===== config.mk =====
export PLATFORM = sky130hd
export DESIGN_NAME = hash_sweep
export DESIGN_NICKNAME = d
export VERILOG_FILES = /design/src/rtl/sweep_pkg.sv /design/src/rtl/sweep_ctrl.sv /design/src/rtl/sweep_datapath.sv /design/src/rtl/hash_sweep.sv
export SDC_FILE = /design/constraint.sdc
export NUM_CORES = 1
export LEC_CHECK = 0
export CORE_UTILIZATION = 44
export DETAILED_ROUTE_END_ITERATION = 12
export GPL_TIMING_DRIVEN = 0
export PLACE_DENSITY = 0.91
export SLEW_MARGIN = 20
export SYNTH_ARGS = -nofsm -noshare
export SYNTH_HDL_FRONTEND = slang
export SYNTH_SLANG_ARGS = --single-unit

===== constraint.sdc =====
create_clock -name clk -period 3 [get_ports clk]
set_input_delay 0.6 -clock clk [delete_from_list [all_inputs] [get_ports clk]]
set_output_delay 0.6 -clock clk [all_outputs]
set_load 0.005 [all_outputs]

===== src/rtl/sweep_pkg.sv =====
package sweep_pkg;

  typedef struct packed {
    logic loadParams;
    logic issueReq;
    logic stepCand;
  } sweepCtl_t;

  typedef enum logic [1:0] {
    ST_IDLE  = 2'd0,
    ST_ISSUE = 2'd1,
    ST_WAIT  = 2'd2
  } sweepState_t;

endpackage


===== src/rtl/sweep_ctrl.sv =====
module sweep_ctrl
  import sweep_pkg::*;
(
  input  logic      clk,
  input  logic      rst,
  input  logic      startPulse,
  input  logic      rspValid,
  input  logic      digestMatch,
  input  logic      atEnd,
  output sweepCtl_t ctl,
  output logic      busy,
  output logic      done,
  output logic      found,
  output logic      exhausted
);

  sweepState_t state, nextState;
  logic        rspSeen;

  assign rspSeen = (state == ST_WAIT) && rspValid;

  always_comb begin
    ctl       = '0;
    nextState = state;
    case (state)
      ST_IDLE: begin
        if (startPulse) begin
          ctl.loadParams = 1'b1;
          nextState      = ST_ISSUE;
        end
      end
      ST_ISSUE: begin
        ctl.issueReq = 1'b1;
        nextState    = ST_WAIT;
      end
      ST_WAIT: begin
        if (rspValid) begin
          if (digestMatch || atEnd) begin
            nextState = ST_IDLE;
          end else begin
            ctl.stepCand = 1'b1;
            nextState    = ST_ISSUE;
          end
        end
      end
      default: nextState = ST_IDLE;
    endcase
  end

  always_ff @(posedge clk) begin
    if (rst) begin
      state <= ST_IDLE;
    end else begin
      state <= nextState;
    end
  end

  always_ff @(posedge clk) begin
    if (rst || ctl.loadParams) begin
      done      <= 1'b0;
      found     <= 1'b0;
      exhausted <= 1'b0;
    end else if (rspSeen && digestMatch) begin
      done  <= 1'b1;
      found <= 1'b1;
    end else if (rspSeen && atEnd) begin
      done      <= 1'b1;
      exhausted <= 1'b1;
    end
  end

  assign busy = (state != ST_IDLE);

  // the two outcomes exclude each other
  assert_outcome_exclusive_R6: assert property (@(posedge clk) disable iff (rst)
    !(found && exhausted));

  // a result is always flagged with done
  assert_result_has_done_R6: assert property (@(posedge clk) disable iff (rst)
    (found || exhausted) |-> done);

  // a finished block is not busy
  assert_done_not_busy_R8: assert property (@(posedge clk) disable iff (rst)
    done |-> !busy);

  // results hold until the next start
  assert_result_held_R6: assert property (@(posedge clk) disable iff (rst)
    (done && !startPulse) |=> (done && $stable(found) && $stable(exhausted)));

  // a start pulse while searching does not reload
  assert_start_ignored_R7: assert property (@(posedge clk) disable iff (rst)
    busy |-> !ctl.loadParams);

endmodule


===== src/rtl/sweep_datapath.sv =====
module sweep_datapath
  import sweep_pkg::*;
#(
  parameter int CAND_W   = 32,
  parameter int SALT_W   = 32,
  parameter int DIGEST_W = 32,
  localparam int REQ_W   = SALT_W + CAND_W
) (
  input  logic                clk,
  input  logic                rst,
  input  sweepCtl_t           ctl,
  input  logic [SALT_W-1:0]   saltIn,
  input  logic [DIGEST_W-1:0] targetIn,
  input  logic [CAND_W-1:0]   startBound,
  input  logic [CAND_W-1:0]   endBound,
  input  logic [DIGEST_W-1:0] rspDigest,
  output logic                reqValid,
  output logic [REQ_W-1:0]    reqData,
  output logic                digestMatch,
  output logic                atEnd
);

  logic [SALT_W-1:0]   saltReg;
  logic [DIGEST_W-1:0] targetReg;
  logic [CAND_W-1:0]   endReg;
  logic [CAND_W-1:0]   candReg;

  always_ff @(posedge clk) begin
    if (rst) begin
      saltReg   <= '0;
      targetReg <= '0;
      endReg    <= '0;
    end else if (ctl.loadParams) begin
      saltReg   <= saltIn;
      targetReg <= targetIn;
      endReg    <= endBound;
    end
  end

  always_ff @(posedge clk) begin
    if (rst) begin
      candReg <= '0;
    end else if (ctl.loadParams) begin
      candReg <= startBound;
    end else if (ctl.stepCand) begin
      candReg <= candReg + 1'b1;
    end
  end

  assign reqValid    = ctl.issueReq;
  assign reqData     = {saltReg, candReg};
  assign digestMatch = (rspDigest == targetReg);
  assign atEnd       = (candReg == endReg);

  // the counter never steps beyond the inclusive end bound
  assert_no_step_past_end_R5: assert property (@(posedge clk) disable iff (rst)
    ctl.stepCand |-> !atEnd);

  // a request lasts one cycle
  assert_req_single_cycle_R2: assert property (@(posedge clk) disable iff (rst)
    reqValid |=> !reqValid);

  // the hash input is steady between request and result
  assert_req_data_stable_R2: assert property (@(posedge clk) disable iff (rst)
    reqValid |=> $stable(reqData));

endmodule


===== src/rtl/hash_sweep.sv =====
module hash_sweep
  import sweep_pkg::*;
#(
  parameter int CAND_W   = 32,
  parameter int SALT_W   = 32,
  parameter int DIGEST_W = 32,
  localparam int REQ_W   = SALT_W + CAND_W
) (
  input  logic                clk,
  input  logic                rst,
  input  logic                startPulse,
  input  logic [SALT_W-1:0]   saltIn,
  input  logic [DIGEST_W-1:0] targetIn,
  input  logic [CAND_W-1:0]   startBound,
  input  logic [CAND_W-1:0]   endBound,
  output logic                reqValid,
  output logic [REQ_W-1:0]    reqData,
  input  logic                rspValid,
  input  logic [DIGEST_W-1:0] rspDigest,
  output logic                busy,
  output logic                done,
  output logic                found,
  output logic                exhausted
);

  sweepCtl_t ctl;
  logic      digestMatch;
  logic      atEnd;

  sweep_ctrl ctrl_i (
    .clk         (clk),
    .rst         (rst),
    .startPulse  (startPulse),
    .rspValid    (rspValid),
    .digestMatch (digestMatch),
    .atEnd       (atEnd),
    .ctl         (ctl),
    .busy        (busy),
    .done        (done),
    .found       (found),
    .exhausted   (exhausted)
  );

  sweep_datapath #(
    .CAND_W   (CAND_W),
    .SALT_W   (SALT_W),
    .DIGEST_W (DIGEST_W)
  ) dp_i (
    .clk         (clk),
    .rst         (rst),
    .ctl         (ctl),
    .saltIn      (saltIn),
    .targetIn    (targetIn),
    .startBound  (startBound),
    .endBound    (endBound),
    .rspDigest   (rspDigest),
    .reqValid    (reqValid),
    .reqData     (reqData),
    .digestMatch (digestMatch),
    .atEnd       (atEnd)
  );

  // no new request while one is outstanding
  assert_one_outstanding_R2: assert property (@(posedge clk) disable iff (rst)
    (reqValid || (busy && !reqValid && !rspValid && !$past(rspValid))) |=> !reqValid || $past(rspValid));

  // requests only while a search runs
  assert_req_only_busy_R9: assert property (@(posedge clk) disable iff (rst)
    reqValid |-> busy);

endmodule


==> summary.md <==
| Metric | Value |
|---|---|
| Outcome | complete, no violations |
| # DRC | 0 |
| Worst-path fanout max | 9 |
| Vias | 6576 |
| N_diodes | 0 |
| Comb pwr share | a little under a fifth |
| Register area share after synthesis | 44.1% |
| First-pass GRT wire length | roughly 33 mm |
| # rows | between 40 and 50 |
| Cells taking the most area after synthesis | dfxtp_1 (44%), nand2_1 (13%), xnor2_1 (10%) |
| CTS sink count | 133 |
| Die Span X | 119 µm |
| 1st-pass router iterations | 6 |
| NumNets Final | between 1000 and 1500 |
| Routability cong. | roughly 0.93 |
| Starting Density | a little under half |
| Most Crowded Layer GR | met2 |
| Worst slack, placed | -0.664 ns |
| Non-filler instance count after layout | between 1000 and 1500 |
| Initial antenna violation count | 0 |
| RSZ-0062 raised after global routing | false |
| Drt initial violations | 528 |
| Slew margin rel. | 42.2% |
| Fin util | between 60% and 70% |
| Worst VDD drop | 0.000377 V |
| Synthesized area per cell | 7.88 µm² |
| Cell Int Power | roughly 3.7 mW |
| Asr flop ratio synth | 0% |
| Share of power burned in registers | 40.8% |
| Tcrit/Tclk final | a little over nine tenths |
| Number of global-route vias before repair | 6361 |
| Mapped Nets | 931 |
| Setup TNS Final | 0 ns |
| Placed instance area | between 8000 and 9000 µm² |
| Mapped Cells | around 770 |
| Fin. max-slew vios | 0 |
| Post-synth EDFFs | 0 |
| Crit Path Category | flip-flop to flip-flop |
| Setup violators final | 0 |
| Design Area, Final | ~9200 µm² |
| Post-Syn Area | between 6000 and 7000 µm² |
| Critical path arrival | roughly 3.1 ns |
| Die Ht | ~120 µm |
| Port buffer count | around 230 |
| Max-cap violation count | 0 |
| Largest net degree at the start of global routing | 17 |
| Dpl cells | 1173 |
| Met2 Usage GRT | approximately half |
| Avg WL per Cell | roughly 17 µm |
| Startpoint Class | flip-flop |
| Fraction of layout cells with a size suffix above 1 | 4.38% |
| Area growth syn-to-layout | 51.9% |
| Clock Latency Late Sink | ~0.42 ns |
| Max Buffers Root-to-Sink | 2 |
| Clk_skew | roughly 0.012 ns |
| Hold WS | 0.452 ns |
| Worst setup margin | ~0.18 ns |
| DP Wirelength | roughly 15 mm |
| Post-CTS Setup Bufs | 0 |
| Total die area | ~14000 µm² |
| Final Hold Fails | 0 |
| Yosys cell types | between 40 and 50 |
| Post-synthesis register bit count | about 130 |
| LEAKAGE | ~3.2 nW |
| Clock-pin transition on the worst setup and hold timing paths | about 0.060 ns |
| Routed wire length | around 21 mm |
| CORE AREA | 13300 µm² |
| Final Total Pwr | around 5.0 mW |
| Met1 GRT Util | around a third |
| Tmin final | between 2 and 3 ns |
| Met3 Use GR | 9.15% |
| Ports | 233 |
| Crit end category | flip-flop |
| Top_reg_cell synth | dfxtp_1 |
| Vias per inst | about 5.5 |
| Clock Power Share | 41.1% |
| Worst Hold Class | flip-flop to flip-flop |
| Sw frac | between 20% and 30% |
| Global Route Usage Sum | between 20% and 30% |
| Post-synth top area share | about 44% |
| H-tree Lvls | 4 |
| Max Freq | between 300 and 400 MHz |
| GR Overflow Total | 0 |
| Synth warn | 0 |
| Num CTS Buffers | 17 |
| CP required | between 3 and 4 ns |
| Antenna viol nets, final | 0 |
| Area leader, netlist | dfxtp_1 |
| Root Driver | clkbuf_16 |
| NetSw | approximately 1.3 mW |
| Worst-Margin Slew | between 0.8 and 0.9 ns |
| CTS tree | done |
| PwrDens | 547 nW/µm² |
| Fill cell count | about 1000 |
[cell usage after synthesis (all sizes together), types with 2 or more instances]
cell type	count
nand2	208
dfxtp	133
a21oi	98
xnor2	69
clkbuf	48
nor2	44
nand4	29
a211oi	21
nand3	15
xor2	13
and3	11
nor3	10
nor4	9
a311oi	7
and4	7
inv	6
o21ai	6
and2	5
or3	5
a2111oi	3
buf	2
nor2b	2
nor3b	2
or4	2
[worst max-delay path: stages (launching register included)]
cell and delay, ns:
dfxtp_1 0.49, and4_1 0.29, and3_4 0.21, and4_4 0.27, nand4_4 0.15, or4b_1 0.51, buf_2 0.18, or3_1 0.34
a311oi_1 0.27
[final timing paths]
kind / startpoint / end / slack [ns] / cells past startpoint
max: dp_i.candReg[3]$_SDFFE_PP0P_ / dp_i.candReg[29]$_SDFFE_PP0P_ / 0.18 / 8
min: dp_i.saltReg[21]$_SDFFE_PP0P_ / dp_i.saltReg[21]$_SDFFE_PP0P_ / 0.45 / 2
max reg2reg: dp_i.candReg[3]$_SDFFE_PP0P_ / dp_i.candReg[29]$_SDFFE_PP0P_ / 0.18 / 8
min reg2reg: dp_i.saltReg[21]$_SDFFE_PP0P_ / dp_i.saltReg[21]$_SDFFE_PP0P_ / 0.45 / 2
[sequential cells by signal, summed over array words and instances, names as in the netlist]
name,flops
dp_i.candReg,32
dp_i.endReg,32
dp_i.saltReg,32
dp_i.targetReg,32
ctrl_i.state,2
ctrl_i.done,1
ctrl_i.exhausted,1
ctrl_i.found,1
[cell usage in the layout (no fill, tap or decap), types with 2 or more instances in the layout]
cell type	instances
bufinv_16	2
clkbuf_8	4
a21oi_1	97
nor3b_1	2
nor4_2	3
nor4_1	6
nor2b_1	2
a2111oi_0	3
or3_1	5
buf_2	2
nand2_1	208
nand4_1	28
xor2_1	13
and3_1	6
clkinv_2	5
and4_1	5
inv_1	6
or4_1	2
dfxtp_1	133
and2_1	5
a211oi_1	21
clkdlybuf4s50_1	231
nor2_1	44
o21ai_0	6
nand3_1	14
clkbuf_16	17
a311oi_1	7
nor3_1	10
xnor2_1	69
and3_2	4
clkbuf_1	48
[area by class of cell]
class	instances	area [µm²]	share of cell area (%)
sequential	133	2660	29.0
timing repair buffer	231	2310	25.2
buffer	49	186	2.03
multi-input combinational	577	3180	34.7
clock inverter	9	101	1.10
inverter	6	22.5	0.246
clock buffer	22	484	5.28
tap	176	220	2.40
[power by group through the flow]
stage | sequential, mW | clock, mW | combinational (mW)
5_1_grt | 2.06 | 2.16 | 0.983
2_1_floorplan | 2.04 | 0 | 0.397
3_5_place_dp | 2.07 | 0 | 0.892
3_3_place_gp | 2.07 | 0 | 0.874
6_report | 2.04 | 2.06 | 0.908
4_1_cts | 2.04 | 2.07 | 0.904
[kinds of logic after synthesis]
logic type | synth area share (%)
compound gates | 13.5
xor+xnor | 11.9
fa+ha+maj | 0.207
buf+inv | 3.52
flops | 44.1
mux | 0.166
simple gates | 26.6
[routing by layer]
layer / vias up / routed length, µm
met2: 351 / 10200
met5: - / 0
met1: 3058 / 7730
met3: 61 / 1970
met4: 0 / 789
li1: 3106 / -
[repair_timing]
| item | in CTS | in global routing |
|---|---|---|
| hold buffers | 0 | 0 |
| setup endpoints to repair | 8 | 9 |
| resized for setup | 2 | 2 |
(Power assumes the default switching activity.)
